### src/rtl/rx_flag_pkg.sv
package rx_flag_pkg;
  typedef struct packed {
    logic full;
    logic idle;
    logic ovr;
  } flag_snap_t;
endpackage

### src/rtl/rx_flag_core.sv
module rx_flag_core #(
  parameter int DATA_W = 8
) (
  input  logic              clk,
  input  logic              rst,
  input  logic              rx_en,
  input  logic              char_done,
  input  logic [DATA_W-1:0] char_data,
  input  logic              clr_full,
  input  logic              clr_ovr,
  output logic [DATA_W-1:0] data_q,
  output logic              full_q,
  output logic              ovr_q,
  output logic              full_nxt,
  output logic              ovr_nxt,
  output logic              load
);
  logic ovr_set;

  // A character lands when the register is empty or is being emptied now
  assign load    = char_done & rx_en & (~full_q | clr_full);
  assign ovr_set = char_done & rx_en & full_q & ~clr_full;

  always_comb begin
    full_nxt = full_q;
    if (clr_full) full_nxt = 1'b0;
    if (load)     full_nxt = 1'b1;
    ovr_nxt = ovr_q;
    if (clr_ovr)  ovr_nxt = 1'b0;
    if (ovr_set)  ovr_nxt = 1'b1;
  end

  always_ff @(posedge clk) begin
    if (rst) begin
      data_q <= '0;
      full_q <= 1'b0;
      ovr_q  <= 1'b0;
    end else begin
      if (load) data_q <= char_data;
      full_q <= full_nxt;
      ovr_q  <= ovr_nxt;
    end
  end
endmodule

### src/rtl/rx_idle_watch.sv
module rx_idle_watch #(
  parameter int IDLE_BITS = 10
) (
  input  logic clk,
  input  logic rst,
  input  logic rx_en,
  input  logic bit_tick,
  input  logic line_level,
  input  logic load,
  input  logic clr_idle,
  output logic idle_q,
  output logic idle_nxt
);
  localparam int CNT_W = $clog2(IDLE_BITS + 1);
  localparam logic [CNT_W-1:0] LAST = CNT_W'(IDLE_BITS - 1);

  logic             armed;
  logic [CNT_W-1:0] cnt;
  logic             counting;
  logic             hit;

  assign counting = rx_en & armed & ~idle_q;
  assign hit      = counting & bit_tick & line_level & (cnt == LAST);

  always_comb begin
    idle_nxt = idle_q;
    if (clr_idle) idle_nxt = 1'b0;
    if (hit)      idle_nxt = 1'b1;
  end

  always_ff @(posedge clk) begin
    if (rst) begin
      idle_q <= 1'b0;
      armed  <= 1'b0;
      cnt    <= '0;
    end else begin
      idle_q <= idle_nxt;
      if (!rx_en)               armed <= 1'b0;
      else if (load)            armed <= 1'b1;
      else if (hit || clr_idle) armed <= 1'b0;
      if (!counting || hit)     cnt <= '0;
      else if (bit_tick)        cnt <= line_level ? cnt + 1'b1 : '0;
    end
  end
endmodule

### src/rtl/rx_status_unit.sv
module rx_status_unit #(
  parameter int DATA_W    = 8,
  parameter int IDLE_BITS = 10
) (
  input  logic              clk,
  input  logic              rst,
  input  logic              rx_en,
  input  logic              char_done,
  input  logic [DATA_W-1:0] char_data,
  input  logic              bit_tick,
  input  logic              line_level,
  input  logic              rd_status,
  input  logic              rd_data,
  input  logic              full_ie,
  input  logic              idle_ie,
  input  logic              ovr_ie,
  input  logic              tx_busy,
  output logic [DATA_W-1:0] data_o,
  output logic              flag_full,
  output logic              flag_idle,
  output logic              flag_overrun,
  output logic              flag_tc,
  output logic              irq_rx,
  output logic              irq_err
);
  import rx_flag_pkg::*;

  flag_snap_t snap;
  logic full_nxt, ovr_nxt, idle_nxt, load;
  logic clr_full, clr_idle, clr_ovr;

  assign clr_full = rd_data & snap.full;
  assign clr_idle = rd_data & snap.idle;
  assign clr_ovr  = rd_data & snap.ovr;

  rx_flag_core #(.DATA_W(DATA_W)) u_core (
    .clk(clk), .rst(rst), .rx_en(rx_en), .char_done(char_done),
    .char_data(char_data), .clr_full(clr_full), .clr_ovr(clr_ovr),
    .data_q(data_o), .full_q(flag_full), .ovr_q(flag_overrun),
    .full_nxt(full_nxt), .ovr_nxt(ovr_nxt), .load(load)
  );

  rx_idle_watch #(.IDLE_BITS(IDLE_BITS)) u_idle (
    .clk(clk), .rst(rst), .rx_en(rx_en), .bit_tick(bit_tick),
    .line_level(line_level), .load(load), .clr_idle(clr_idle),
    .idle_q(flag_idle), .idle_nxt(idle_nxt)
  );

  // Status snapshot: recorded by a status read, consumed by a data read
  always_ff @(posedge clk) begin
    if (rst) begin
      snap <= '0;
    end else if (rd_status) begin
      snap.full <= flag_full;
      snap.idle <= flag_idle;
      snap.ovr  <= flag_overrun;
    end else if (rd_data) begin
      snap <= '0;
    end
  end

  always_ff @(posedge clk) begin
    if (rst) begin
      flag_tc <= 1'b1;
      irq_rx  <= 1'b0;
      irq_err <= 1'b0;
    end else begin
      flag_tc <= ~tx_busy;
      irq_rx  <= (full_nxt & full_ie) | (idle_nxt & idle_ie);
      irq_err <= ovr_nxt & ovr_ie;
    end
  end
endmodule

### config.mk
export PLATFORM = sky130hd
export DESIGN_NAME = rx_status_unit
export DESIGN_NICKNAME = d
export VERILOG_FILES = /design/src/rtl/rx_flag_pkg.sv /design/src/rtl/rx_flag_core.sv /design/src/rtl/rx_idle_watch.sv /design/src/rtl/rx_status_unit.sv
export SDC_FILE = /design/constraint.sdc
export NUM_CORES = 1
export LEC_CHECK = 0
export ABC_AREA = 1
export BUFFER_PORTS_ARGS = -buffer_cell sky130_fd_sc_hd__buf_2
export CAP_MARGIN = 20
export CORE_MARGIN = 3
export CORE_UTILIZATION = 42
export DETAILED_ROUTE_END_ITERATION = 6
export PLACE_DENSITY = 0.73
export SYNTH_ARGS = -nofsm -noshare
export SYNTH_HDL_FRONTEND = slang
export SYNTH_SLANG_ARGS = --single-unit
### constraint.sdc
create_clock -name clk -period 0.95 [get_ports clk]
set_input_delay 0.19 -clock clk [delete_from_list [all_inputs] [get_ports clk]]
set_output_delay 0.19 -clock clk [all_outputs]
set_load 0.02 [all_outputs]
## Word level (Yosys, flattened, before mapping)

Index checks and enable logic that the tools add are counted.

- Register bits: 22
- Input port bits: 20
- Output and inout bits: 14

- Add/sub/neg operators: 1
- Equality and inequality tests: 1
- Multiplexer cells: 11
- Bitwise gates (word level): 22
- Reduce and logical (&&, ||, !) cells: 7

Operators by type and width:

| operator | number |
|---|---|
| $and A1 B1 Y1 | 15 |
| $mux W1 | 8 |
| $mux W3 | 2 |
| $not A1 Y1 | 5 |
| $add A4 B1 Y4 const B | 1 |
| $eq A4 B4 Y1 const B | 1 |
| $mux W4 | 1 |
| $reduce_bool A2 Y1 | 2 |
| $reduce_or A2 Y1 | 2 |
| $logic_or A1 B1 Y1 | 2 |
| $or A1 B1 Y1 | 2 |
| $logic_not A1 Y1 | 1 |

## Longest topological paths before layout

- Depth after elaboration: 8
- Mapped depth: 8
- Mapped depth without buffers: 8

## Modules after synthesis

Synthesis repeated with hierarchy kept, for this count alone.

- Cells, all modules: 143
- Area, all modules: 1042.2 sq um

By module, submodules not included:

| module | instances | cells each | area each (sq um) |
|---|---|---|---|
| rx_flag_core | 1 | 66 | 485.5 |
| rx_idle_watch | 1 | 48 | 342.8 |
| rx_status_unit | 1 | 29 | 214.0 |

## Least setup slack after synthesis

Ideal clock, no wire load.

- Kind: reg2reg
- From: register u_idle.cnt[0]
- To: register u_idle.cnt[2]
- Data arrival time: 0.900 ns
- Path slack: -0.067 ns
- Stages on the path, launching flop included: 7
- Period minus slack after synthesis: 1.017 ns
- Path through: dfxtp_1 > ha_1 > nand2_1 > nor2_1 > nand3_2 > nand3_1 > nor2_1

- Longest elaborated chain between the ends: 4

Ends and longest elaborated chain:

| item | line | text |
|---|---|---|
| start: declaration | rx_idle_watch.sv:18 | `logic [CNT_W-1:0] cnt;` |
| start signal: assignment | rx_idle_watch.sv:42 | `else if (bit_tick) cnt <= line_level ? cnt + 1'b1 : '0;` |
| branches (longest 4 deep; another with $add A4 B1 Y4) | -- |  |

Parallel ways; which one is timed is not known.
A chain may end at the register's enable or synchronous reset.

## Final worst setup path

- From: register u_core.full_q
- To: register u_core.data_q[7]

- Longest elaborated chain between the ends: 3

Ends and longest elaborated chain:

| item | line | text |
|---|---|---|
| start: declaration | rx_flag_core.sv:12 | `output logic full_q,` |
| start signal: assignment | rx_flag_core.sv:40 | `full_q <= full_nxt;` |
| $not A1 Y1 | rx_flag_core.sv:21 | `assign load = char_done & rx_en & (~full_q \| clr_full);` |
| $or A1 B1 Y1 | rx_flag_core.sv:21 |  |
| $and A1 B1 Y1 | rx_flag_core.sv:21 |  |
| end signal: assignment | rx_flag_core.sv:39 | `if (load) data_q <= char_data;` |
| end: declaration | rx_flag_core.sv:11 | `output logic [DATA_W-1:0] data_q,` |

Every way passes these cells.

==> results.toml <==
[status]
outcome = "finished with violations"
violations = "setup timing"

[logic_synthesis]
synth_xor_area_share_pct = 0
synthFlopType = "dfxtp_1"
synth_top_area_share_pct = 50.1
syn_nets = 137
ys_ff_latch = 22
ys_warn_count = 0
syn_inst = 115
synth_mux_area_share_pct = 0
yosysMostFrequentCell = "nor2_1"
yosysTopAreaCell = "dfxtp_1"
synth_common_cells = "nor2_1, nand2_1, dfxtp_1"
synthDistinctLibCells = 19
ys_top_cells_by_area = "dfxtp_1, nor2_1, nand2_1, o21ai_0, a21oi_1"
synth-simple-area-share_pct = 27.5
synth_top_family_by_area = "simple AND/OR/NAND/NOR gates"
ys_seq_area_share_pct = 50.1
synthesis.area_sq_um = 878
synthAdderAreaFrac_pct = 2.85
syn_area_per_cell_sq_um = 7.64
synth_edf_count = 0
synthArstFlopShare_pct = 0
synth-compound-area-share_pct = 14.2

[global_routing]
grt_pass1_vias = 816
grt_max_degree = 13
grt_usage_pct = 17.6
grt_pass1_wl_microns = 3540
antenna_found_initial = 0
overflow = 0

[clock_tree]
clock_latency_ns = 0.29
cts_made_buffers = 3
cts.hold.buffers_added = 0
cts_sinks = 22
clkTransAtPathRegs_ns = 0.11
htreeDepth = 1
root_buffer = "clkbuf_4"
cts_tree = "done"
cts_max_path_buffers = 2

[layout]
multi_input_area_sq_um = 442
syn_to_final_growth_pct = 51.1
nFillCells = 153
fin_cells = 185
diodes = 0
drive_above_1_share_pct = 50.0
nNetsFinal = 184
seq_area_sq_um = 464

[drt]
num_vias = 913
drt_drc_violations_left = 0
first_iter_violations = 13
firstDrtPassIters = 4
ant_nets = 0
drt_wl_total_microns = 2200
routedWlPerCell_microns = 11.9
post_drt_via_cell_ratio = 4.94

[timing]
fin_skew_ns = 0.00191
final.min_clock_period_ns = 1.09
relSlewSlack_pct = 77.9
setup_violations = 18
final.setup.worst_slack_ns = -0.141
final-hold-violation-count = 0
timing_worst_slew_pin_value_ns = 0.331
finalCritPeriodShare_pct = 115
rsz0062_at_grt = "true"
maxSlewViolCount = 0
max_freq_ghz = 0.917

[floorplanning]
die_area_sq_um = 2680
die_y_microns = 51.7
initial_core_util_pct = 47.8
die_x_microns = 51.7
pin_count = 34
core_area_sq_um = 1840
rows = 15

[setup_path]
worstSetupEndpointType = "register"
crit_fanout = 9
required_ns = 1.14
crit_arrival_ns = 1.28
cp_slowest_cell = "dfxtp_2"
crit_top_cell = "nor2_1"
reg2reg_depth = 5
crit_type = "register to register"
cpPeakStageDelay_ns = 0.34
timing.critical_path.cells = "buf_4 > a21oi_4 > inv_4 > nor2_1 > nor2_1"
startpoint_type = "register"

[worst_hold_path]
worstHoldPathType = "input pin to register"
whs_path_depth = 2

[job]
cap_violations = 0

[place]
portBuffers = 33
post-place-ws_ns = -0.123
gp_congestion = 0.786
dp.cells = 178
dpl.hpwl_microns = 1550

[power]
peakVddDrop_v = 0.00101
power_density_nw_per_um2 = 1250
p_leak_nw = 0.596
## timing repair
action | CTS | global route
setup endpoints to repair | 29 | 31
cloned | 1 | 0
pin swaps | 4 | 4
resized for setup | 45 | 9
buffers inserted | 2 | 1
## per-layer routing
metal | track usage (%) | vias up | part of all wire (%)
met2 | 28.2 | 23 | 51
met3 | 3.72 | 2 | 4.8
met5 | 0 | - | 0
met1 | 22.6 | 427 | 44
met4 | 7.86 | 0 | 1.1
li1 | - | 461 | -
## critical path, delay by kind of cell (launching register included)
kind	cells	cell delay, ns
buffers and inverters	2	0.25
and+or+nand+nor	2	0.17
AOI/OAI and AO/OA	1	0.22
DFF	1	0.34
## area by class of cell
cell class / instances / area share [%]
multi-input combinational: 83 / 33.3
inverter: 9 / 2.73
sequential: 22 / 35.0
tap: 25 / 2.36
clock buffer: 3 / 1.70
timing repair buffer: 43 / 25.0
## where the power goes
part	internal (mW)	leakage [nW]	total (mW)	switching (mW)
Clock	0.147	0.0138	0.387	0.240
Sequential	0.963	0.186	0.988	0.0255
Combinational	0.135	0.396	0.284	0.149
## logic make-up after synthesis
logic type	after synthesis
compound gates	21
fa+ha+maj	2
flops	22
buf+inv	11
simple gates	59
## cell usage in the layout, fill, tap and decap left out, drive strengths merged
cell type  count
a21oi         10
and2           1
buf           43
clkbuf         3
dfxtp         22
ha             2
inv            9
nand2         26
nand3          3
nand4          1
nor2          27
nor3           1
o211ai         1
o21ai         10
o21bai         1
## state kept, by name, indices dropped and copies added (netlist names)
signal	flops
u_core.ovr_q	1
u_idle.cnt	4
flag_tc	1
snap	3
u_idle.armed	1
u_idle.idle_q	1
irq_rx	1
irq_err	1
u_core.data_q	8
u_core.full_q	1
## metrics by stage
stage | hold slack (ns) | total power, mW | util (%) | setup TNS [ns] | cell area, sq um
5_1_grt | 0.0398 | 1.73 | 72.2 | -3.18 | 1330
3_3_place_gp | 0.359 | 1.22 | 61.8 | -1.24 | 1140
2_1_floorplan | 0.259 | 1.11 | - | -0.0752 | 898
3_5_place_dp | 0.360 | 1.22 | 61.8 | -1.54 | 1140
6_report | 0.0406 | 1.66 | 72.2 | -1.95 | 1330
4_1_cts | 0.0411 | 1.66 | 70.7 | -1.87 | 1300
## worst paths after layout
check / to / startpoint / slack [ns]
min reg2reg: snap[1]$_SDFFE_PP0P_ / snap[1]$_SDFFE_PP0P_ / 0.48
max: u_core.data_q[7]$_SDFFE_PP0P_ / u_core.full_q$_SDFF_PP0_ / -0.14
max reg2reg: u_core.data_q[7]$_SDFFE_PP0P_ / u_core.full_q$_SDFF_PP0_ / -0.14
min: flag_tc$_SDFF_PP1_ / tx_busy / 0.04
No activity file was read; power rests on OpenSTA's default activity.
